===== config.mk =====
export PLATFORM = sky130hd
export DESIGN_NAME = dma_cmd_regs
export DESIGN_NICKNAME = d
export VERILOG_FILES = /design/src/rtl/dma_regs_pkg.sv /design/src/rtl/dma_stage.sv /design/src/rtl/dma_slot.sv /design/src/rtl/dma_active.sv /design/src/rtl/dma_cmd_regs.sv
export SDC_FILE = /design/constraint.sdc
export NUM_CORES = 1
export LEC_CHECK = 0
export CAP_MARGIN = 20
export CORE_UTILIZATION = 49
export DETAILED_ROUTE_END_ITERATION = 8
export PLACE_DENSITY = 0.78
export SLEW_MARGIN = 20
export SYNTH_ARGS = -nofsm -noshare
export SYNTH_HDL_FRONTEND = slang
export SYNTH_SLANG_ARGS = --single-unit

===== constraint.sdc =====
create_clock -name clk_i -period 2.3 [get_ports clk_i]
set_input_delay 0.23 -clock clk_i [delete_from_list [all_inputs] [get_ports clk_i]]
set_output_delay 0.23 -clock clk_i [all_outputs]
set_load 0.02 [all_outputs]

===== src/rtl/dma_regs_pkg.sv =====
package dma_regs_pkg;
  parameter int unsigned DW     = 32;
  parameter int unsigned LCL_W  = 13;  // bank bit + 12-bit address
  parameter int unsigned MAIN_W = 24;
  parameter int unsigned LEN_W  = 12;
  parameter int unsigned CNT_W  = 8;
  parameter int unsigned ALIGN  = 3;   // 8-byte granularity
  localparam int unsigned CNT_LSB  = LEN_W;
  localparam int unsigned SKIP_LSB = LEN_W + CNT_W;

  typedef enum logic [1:0] {
    REG_LCL   = 2'd0,
    REG_MAIN  = 2'd1,
    REG_RDLEN = 2'd2,
    REG_WRLEN = 2'd3
  } reg_sel_e;

  typedef struct packed {
    logic                    to_main;
    logic [LCL_W-1:ALIGN]    lcl;
    logic [MAIN_W-1:ALIGN]   main;
    logic [LEN_W-1:ALIGN]    len;
    logic [CNT_W-1:0]        cnt;
    logic [LEN_W-1:ALIGN]    skip;
  } cmd_t;
endpackage


===== src/rtl/dma_stage.sv =====
module dma_stage import dma_regs_pkg::*; (
  input  logic                  clk_i,
  input  logic                  rst_ni,
  input  logic                  we_lcl_i,
  input  logic                  we_main_i,
  input  logic [DW-1:0]         data_i,
  output logic [LCL_W-1:ALIGN]  lcl_o,
  output logic [MAIN_W-1:ALIGN] main_o
);
  always_ff @(posedge clk_i or negedge rst_ni) begin
    if (!rst_ni) begin
      lcl_o  <= '0;
      main_o <= '0;
    end else begin
      if (we_lcl_i)  lcl_o  <= data_i[LCL_W-1:ALIGN];
      if (we_main_i) main_o <= data_i[MAIN_W-1:ALIGN];
    end
  end
endmodule


===== src/rtl/dma_slot.sv =====
module dma_slot import dma_regs_pkg::*; (
  input  logic clk_i,
  input  logic rst_ni,
  input  logic push_i,
  input  logic pop_i,
  input  cmd_t cmd_i,
  output logic valid_o,
  output cmd_t cmd_o
);
  always_ff @(posedge clk_i or negedge rst_ni) begin
    if (!rst_ni) begin
      valid_o <= 1'b0;
      cmd_o   <= '0;
    end else if (push_i) begin  // push wins: overwrite, or refill after pop
      valid_o <= 1'b1;
      cmd_o   <= cmd_i;
    end else if (pop_i) begin
      valid_o <= 1'b0;
    end
  end

  assert_queue_fill_R5: assert property (@(posedge clk_i) disable iff (!rst_ni)
    push_i |=> valid_o);
  assert_queue_replace_R8: assert property (@(posedge clk_i) disable iff (!rst_ni)
    push_i |=> cmd_o == $past(cmd_i));
endmodule


===== src/rtl/dma_active.sv =====
module dma_active import dma_regs_pkg::*; (
  input  logic                  clk_i,
  input  logic                  rst_ni,
  input  logic                  len_wr_i,
  input  cmd_t                  new_cmd_i,
  input  logic                  done_i,
  input  logic [LCL_W-1:0]      done_lcl_i,
  input  logic [MAIN_W-1:0]     done_main_i,
  input  logic                  slot_valid_i,
  input  cmd_t                  slot_cmd_i,
  output logic                  push_o,
  output logic                  pop_o,
  output logic                  busy_o,
  output logic                  start_o,
  output cmd_t                  act_o
);
  logic fin, busy_after, direct;

  always_comb begin
    fin        = done_i & busy_o;
    busy_after = fin ? slot_valid_i : busy_o;
    pop_o      = fin & slot_valid_i;
    direct     = len_wr_i & ~busy_after;
    push_o     = len_wr_i & busy_after;
  end

  always_ff @(posedge clk_i or negedge rst_ni) begin
    if (!rst_ni) begin
      busy_o  <= 1'b0;
      start_o <= 1'b0;
      act_o   <= '0;
    end else begin
      start_o <= direct | pop_o;
      if (direct) begin
        act_o  <= new_cmd_i;
        busy_o <= 1'b1;
      end else if (pop_o) begin
        act_o  <= slot_cmd_i;
      end else if (fin) begin
        act_o.lcl  <= done_lcl_i[LCL_W-1:ALIGN];
        act_o.main <= done_main_i[MAIN_W-1:ALIGN];
        act_o.len  <= '1;  // reads as all-ones minus 7
        act_o.cnt  <= '0;
        busy_o     <= 1'b0;
      end
    end
  end

  assert_queue_needs_busy_R10: assert property (@(posedge clk_i) disable iff (!rst_ni)
    slot_valid_i |-> busy_o);
  assert_start_busy_R4: assert property (@(posedge clk_i) disable iff (!rst_ni)
    start_o |-> busy_o);
  assert_promote_R6: assert property (@(posedge clk_i) disable iff (!rst_ni)
    pop_o |=> start_o && act_o == $past(slot_cmd_i));
  assert_writeback_R7: assert property (@(posedge clk_i) disable iff (!rst_ni)
    done_i && busy_o && !slot_valid_i && !len_wr_i |=> !busy_o && act_o.len == '1 && act_o.cnt == '0);
  assert_idle_done_R9: assert property (@(posedge clk_i) disable iff (!rst_ni)
    done_i && !busy_o && !len_wr_i |=> $stable(act_o) && !busy_o);
  assert_collide_start_R11: assert property (@(posedge clk_i) disable iff (!rst_ni)
    done_i && busy_o && !slot_valid_i && len_wr_i |=> start_o && act_o == $past(new_cmd_i));
endmodule


===== src/rtl/dma_cmd_regs.sv =====
module dma_cmd_regs import dma_regs_pkg::*; (
  input  logic              clk_i,
  input  logic              rst_ni,
  input  logic              wr_en_i,
  input  logic [1:0]        wr_sel_i,
  input  logic [DW-1:0]     wr_data_i,
  input  logic [1:0]        rd_sel_i,
  output logic [DW-1:0]     rd_data_o,
  output logic              start_o,
  output logic              start_to_main_o,
  output logic [LCL_W-1:0]  start_lcl_o,
  output logic [MAIN_W-1:0] start_main_o,
  output logic [LEN_W-1:0]  start_len_o,
  output logic [CNT_W-1:0]  start_cnt_o,
  output logic [LEN_W-1:0]  start_skip_o,
  input  logic              done_i,
  input  logic [LCL_W-1:0]  done_lcl_i,
  input  logic [MAIN_W-1:0] done_main_i,
  output logic              busy_o,
  output logic              pending_o
);
  logic [LCL_W-1:ALIGN]  stage_lcl;
  logic [MAIN_W-1:ALIGN] stage_main;
  logic len_wr, push, pop;
  cmd_t new_cmd, slot_cmd, act;

  dma_stage i_stage (
    .clk_i, .rst_ni,
    .we_lcl_i  (wr_en_i && wr_sel_i == REG_LCL),
    .we_main_i (wr_en_i && wr_sel_i == REG_MAIN),
    .data_i    (wr_data_i),
    .lcl_o     (stage_lcl),
    .main_o    (stage_main)
  );

  assign len_wr = wr_en_i & wr_sel_i[1];

  always_comb begin
    new_cmd.to_main = (wr_sel_i == REG_WRLEN);
    new_cmd.lcl     = stage_lcl;
    new_cmd.main    = stage_main;
    new_cmd.len     = wr_data_i[LEN_W-1:ALIGN];
    new_cmd.cnt     = wr_data_i[SKIP_LSB-1:CNT_LSB];
    new_cmd.skip    = wr_data_i[SKIP_LSB+LEN_W-1:SKIP_LSB+ALIGN];
  end

  dma_slot i_slot (
    .clk_i, .rst_ni,
    .push_i  (push),
    .pop_i   (pop),
    .cmd_i   (new_cmd),
    .valid_o (pending_o),
    .cmd_o   (slot_cmd)
  );

  dma_active i_active (
    .clk_i, .rst_ni,
    .len_wr_i     (len_wr),
    .new_cmd_i    (new_cmd),
    .done_i,
    .done_lcl_i,
    .done_main_i,
    .slot_valid_i (pending_o),
    .slot_cmd_i   (slot_cmd),
    .push_o       (push),
    .pop_o        (pop),
    .busy_o,
    .start_o,
    .act_o        (act)
  );

  assign start_to_main_o = act.to_main;
  assign start_lcl_o     = {act.lcl,  {ALIGN{1'b0}}};
  assign start_main_o    = {act.main, {ALIGN{1'b0}}};
  assign start_len_o     = {act.len,  {ALIGN{1'b0}}};
  assign start_cnt_o     = act.cnt;
  assign start_skip_o    = {act.skip, {ALIGN{1'b0}}};

  always_comb begin
    rd_data_o = '0;
    case (reg_sel_e'(rd_sel_i))
      REG_LCL:  rd_data_o[LCL_W-1:0]  = start_lcl_o;
      REG_MAIN: rd_data_o[MAIN_W-1:0] = start_main_o;
      default: begin
        rd_data_o[LEN_W-1:0]                 = start_len_o;
        rd_data_o[SKIP_LSB-1:CNT_LSB]        = start_cnt_o;
        rd_data_o[SKIP_LSB+LEN_W-1:SKIP_LSB] = start_skip_o;
      end
    endcase
  end

  assert_aligned_read_R2: assert property (@(posedge clk_i) disable iff (!rst_ni)
    rd_data_o[ALIGN-1:0] == '0);
  assert_no_start_when_queued_R5: assert property (@(posedge clk_i) disable iff (!rst_ni)
    len_wr && busy_o && !done_i |=> !start_o && pending_o);
endmodule


==> results of run 1 <==
## power groups by stage
stage          logic (mW)  clock network, mW  registers, mW
4_1_cts              3.65               2.87           4.25
5_1_grt              3.88               3.00           4.37
3_5_place_dp         3.63                  0           4.29
6_report             3.63               2.83           4.25
2_1_floorplan        1.77                  0           4.47
3_3_place_gp         3.52                  0           4.22
## final cells by class
class                   instances  area share (%)
well taps                     180            2.34
clock inverters                12            1.59
repair buffers                185            19.4
inverters                      20           0.782
multi-input cells             384            32.0
clock buffers                  20            4.75
flip-flops and latches        150            39.1
## registers in the layout, indices dropped and copies added (netlist names)
| name | cells |
|---|---|
| i_active.start_o | 1 |
| i_stage.main_o | 21 |
| i_active.busy_o | 1 |
| i_slot.valid_o | 1 |
| i_stage.lcl_o | 10 |
| i_active.act_o | 58 |
| i_slot.cmd_o | 58 |
## cells in the mapped netlist (all sizes together) (2+ instances only)
master	count	area [um2]
mux2	121	1400
o211ai	18	135
nand2	48	180
inv	20	75.1
clkbuf	28	105
o221ai	8	70.1
nor2b	2	20.0
a21oi	55	275
a31oi	9	56.3
o311ai	10	87.6
mux2i	42	420
buf	36	234
a221o	8	80.1
and2	21	131
dfrtp	150	3750
o21ai	21	105
## routing by layer
| layer | routed length [um] | GRT usage, % |
|---|---|---|
| met5 | 0 | 0 |
| met4 | 278 | 9.34 |
| met3 | 1250 | 6.69 |
| met2 | 9490 | 43.6 |
| met1 | 7650 | 33.4 |
## logic make-up (layout without fill, tap and decap cells)
logic type      after synthesis  after routing  share of synthesized area [%]
compound gates              130            130                           11.4
buf+inv                      84            237                           5.78
flops                       150            150                           52.3
mux                         163            163                           25.3
other cells                   1             15                         0.0523
simple gates                 76             76                           5.10
## through the flow
stage	instance area (um2)	setup slack [ps]
floorplan	7220	427
global placement	8990	219
detailed placement	8990	187
CTS	9610	183
global route	9610	108
finish	9610	195
## critical path: cells and delay by family
kind / cells / cell delay (ps)
buffers and inverters: 3 / 1300
and+or+nand+nor: 2 / 330
## worst paths after layout
check                      slack [ps]  cells after the start                 end            start
max                               190                      5       rd_data_o[21]      rd_sel_i[0]
min                               340                      2  i_active.act_o[29]           rst_ni
max reg2reg                       420                      4     i_slot.cmd_o[3]   i_slot.valid_o
min reg2reg                       500                      2   i_active.act_o[8]  i_slot.cmd_o[8]
max in group asynchronous        1190                      3    i_slot.cmd_o[10]           rst_ni
min in group clk_i                430                      2  i_stage.main_o[22]    wr_data_i[22]
## what timing repair did
item	in CTS	in global routing
resized for setup	0	0
hold buffers	1	0
hold endpoints to repair	59	0
==> impl_metrics.yaml, run 1 <==
outcome:
  status: "complete, no violations"
sta:
  timing.fmax_mhz: 475
  hold_violations: 0
  fin_tns_setup_ps: 0
  fin_crit_ps: 2110
  worst_slew_pin_slew_ps: 792
  max_slew_margin_pct: 45.7
  finalCritPeriodShare_pct: 91.5
  finalSetupViolCount: 0
  rsz0062_at_grt: "no"
  hold_ws_ps: 339
  skew_ps: 6.70
  slew_viol_final: 0
floorplanning:
  ios: 182
  floorplan.initialDensity_pct: 50.9
  core_mm2: 0.0141
  placementRows: 43
  die_w_um: 123
  die_height_um: 123
  die_area_mm2: 0.0151
worst_setup_path:
  cp_slowest_cell: "clkdlybuf4s50_1"
  cp.required_ps: 2070
  cp_cell_sequence: "clkdlybuf4s50_1, buf_12, nor2b_1, and2_1, clkdlybuf4s50_1"
  cp_max_fo: 19
  critPathMaxStageDelay_ps: 600
  worstSetupPathType: "in -> out"
  start_kind: "input pin"
  arrival_ps: 1880
  endpoint_kind: "output pin"
  crit_top_cell: "clkdlybuf4s50_1"
yosys:
  synth_edf_count: 0
  syn_area_per_cell_um2: 11.9
  synth_cell_types: 30
  synth_area_mm2: 0.00717
  synth_seq_cells: 150
  ys_seq_area_share_pct: 52.3
  ys_warn_count: 0
  synthFlopType: "dfrtp_1"
  synth_cells: 604
  async_flop_share_pct: 100
global_route:
  overflow: 0
  antenna_found_initial: 1
  track_usage_pct: 26.3
  grt_start_max_net_pins: 63
  grt_pass1_wl_um: 29400
  grt_pass1_vias: 5507
final_layout:
  final_util_pct: 68.1
  final_cell_mix: "155 x clkdlybuf4s50_1, 149 x dfrtp_1, 112 x mux2_2, 55 x a21oi_1, 48 x nand2_1"
  final_nets: 835
  diodes: 0
  area_delta_synth_final_pct: 34.0
  drive_gt1_share_pct: 24.3
  stdcell_count: 951
  multiInputGateArea_mm2: 0.00307
  fillers: 1040
  final_common_cell: "clkdlybuf4s50_1"
  layout.area.seq_mm2: 0.00375
place:
  place_congestion: 0.793
  io_buffers: 157
  hpwlAfterDp_um: 12600
  place_inst: 918
power_and_ir_drop:
  power_frac_comb_pct: 33.9
  p_switching_mw: 3.44
  power_density_mw_per_mm2: 1110
  seq_power_share_pct: 39.7
  sw_frac_of_total_pct: 32.1
  irDropWorstVdd_v: 0.000548
  p_clk_share_pct: 26.5
  p_leak_nw: 4.08
  total_power_mw: 10.7
  intPower_mw: 7.27
hold_path:
  hp-class: "in -> async"
routing:
  wl_per_cell_um: 19.6
  dr.pass1.iters: 4
  viasPerCell: 5.71
  ant_nets: 0
  wl_um: 18700
  vias: 5430
  drc: 0
  first_iter_violations: 289
clock_tree:
  cts_buffer_depth: 2
  cts_tree: "built"
  h-tree-depth: 4
  numCtsBuffers: 17
  clock_latency_ps: 420
  cts_sinks: 150
  post-cts-setup-buffer-count: 0
  clkTransAtPathRegs_ps: 60
  root_buffer: "clkbuf_16"
flow_run:
  max-cap-violations: 0
Note: power is estimated with default switching activity, not from simulation.
==> inputs of run 2 (changes only) <==
- CORE_UTILIZATION: 49 -> 45
- PLACE_DENSITY: 0.78 -> 0.75
- clock period: 2.3 -> 1.9 ns (I/O delays scaled with it)
==> run 2 against run 1 <==
  * Die area is 8.7% higher
  * Clock power grew 26%
  * Design area up 1.8%
  * Worst setup slack got worse by 49 ps
  * Largest power group unchanged
==> impl_metrics.yaml, run 2 (synthesized netlist as in run 1, its figures left out) <==
floorplanning:
  die_w_um: 128
  floorplan.initialDensity_pct: 46.7
  die_area_mm2: 0.0164
  placementRows: 45
  core_mm2: 0.0154
  ios: 182
  die_height_um: 128
power_and_ir_drop:
  power_density_mw_per_mm2: 1340
  irDropWorstVdd_v: 0.000707
  p_leak_nw: 4.23
global_route:
  grt_start_max_net_pins: 46
  track_usage_pct: 25.1
  grt_pass1_vias: 5821
  overflow: 0
  antenna_found_initial: 0
  grt_pass1_wl_um: 31200
routing:
  routed-wl-met2_um: 9740
  m1WireLength_um: 8120
  wl_per_cell_um: 19.5
  topRoutingLayerUsed: "met4"
  first_iter_violations: 339
  route.met3.wl_um: 1200
  wl_um: 19400
  ant_nets: 0
  drc: 0
  viasPerCell: 5.52
  vias: 5467
  dr.pass1.iters: 4
worst_setup_path:
  r2r_slack_ps: 170
  cp_max_fo: 13
  start_kind: "input pin"
  arrival_ps: 1560
  r2r_cells: 5
  rr_startpoint: "i_active.busy_o"
  cp_cell_sequence: "clkdlybuf4s50_1, buf_12, buf_12, nand2_1, o21ai_0, dlygate4sd2_1"
  cp.required_ps: 1710
  critPathMaxStageDelay_ps: 500
  endpoint_kind: "output pin"
  worst_r2r_endpoint: "i_active.act_o[40]"
  worstSetupPathType: "in -> out"
  cp_slowest_cell: "clkdlybuf4s50_1"
  crit_top_cell: "buf_12"
clock_tree:
  cts_tree: "built"
  clock_latency_ps: 420
  cts_sinks: 150
  root_buffer: "clkbuf_16"
  h-tree-depth: 4
  cts_buffer_depth: 2
  clkTransAtPathRegs_ps: 60
  numCtsBuffers: 17
  post-cts-setup-buffer-count: 0
sta:
  slew_viol_final: 0
  finalCritPeriodShare_pct: 92.3
  setup_ws_ps: 146
  worst_slew_pin_slew_ps: 885
  hold_violations: 0
  finalSetupViolCount: 0
  fin_tns_setup_ps: 0
  fin_crit_ps: 1750
  skew_ps: 6.56
  timing.fmax_mhz: 570
  rsz0062_at_grt: "no"
  max_slew_margin_pct: 39.3
final_layout:
  top_regs: "i_active.act_o (58), i_slot.cmd_o (58), i_stage.main_o (21)"
  final_util_pct: 63.6
  area_delta_synth_final_pct: 36.4
  final_cell_mix: "149 x dfrtp_1, 133 x clkdlybuf4s50_1, 112 x mux2_2, 55 x a21oi_1, 48 x nand2_1"
  drive_gt1_share_pct: 24.9
  final_area_mm2: 0.00978
  stdcell_count: 991
  diodes: 0
  final_common_cell: "dfrtp_1"
  fillers: 1178
  final_nets: 844
hold_path:
  hp-class: "in -> async"
place:
  place_ws_ps: -152
  io_buffers: 157
  post_dp_cell_area_mm2: 0.00917
  place_inst: 958
  hpwlAfterDp_um: 13100
  place_congestion: 0.796
flow_run:
  max-cap-violations: 0
outcome:
  status: "complete, no violations"
run 2: worst max path at each step:
stage | startpoint | to | slack, ps | cells after the start
detailed placement | rd_sel_i[0] | rd_data_o[16] | -150 | 6
CTS | i_active.busy_o | busy_o | 30 | 2
floorplan | i_active.busy_o | i_slot.cmd_o[0] | 30 | 7
finish | rd_sel_i[0] | rd_data_o[16] | 150 | 6
global route | rd_sel_i[0] | rd_data_o[14] | 10 | 6
global placement | rd_sel_i[0] | rd_data_o[17] | -100 | 5
run 2: cell type report:
| type | instances | area [um2] | share of cell area [%] |
|---|---|---|---|
| clock buffer | 24 | 482 | 4.92 |
| timing repair buffer | 194 | 1990 | 20.3 |
| sequential | 150 | 3750 | 38.4 |
| multi-input combinational | 384 | 3070 | 31.4 |
| inverter | 20 | 75.1 | 0.767 |
| tap | 211 | 264 | 2.70 |
| clock inverter | 8 | 146 | 1.50 |
run 2: routing by layer:
metal | up-vias | track usage [%]
met5 | - | 0
li1 | 2460 | -
met1 | 2745 | 32.3
met4 | 0 | 9.62
met2 | 231 | 41.9
met3 | 31 | 4.92
run 2: what timing repair did:
item,4_1_cts,5_1_grt
setup endpoints to repair,21,1
resized for setup,21,1
hold buffers,1,0
hold endpoints to repair,35,0
pin swaps,0,0
run 2: critical path, delay by kind of cell:
family / cells / cell delay (ps)
buffers and inverters: 4 / 1160
AO/OA/AOI/OAI: 1 / 150
AND/OR/NAND/NOR: 1 / 50
run 2: metrics by stage:
stage | hold WS (ps) | power [mW]
after floorplan | -106 | 7.56
after global placement | 116 | 9.43
after detailed placement | 124 | 9.66
after CTS | 237 | 13.2
after global routing | 255 | 13.8
final | 243 | 13.1
run 2: power by group:
part           internal (mW)  total, mW  leakage (nW)  switching [mW]
Sequential              4.31       5.14          1.78           0.822
Clock                   2.30       3.57         0.304            1.27
Combinational           2.33       4.40          2.14            2.07
Total                   8.94       13.1          4.23            4.17
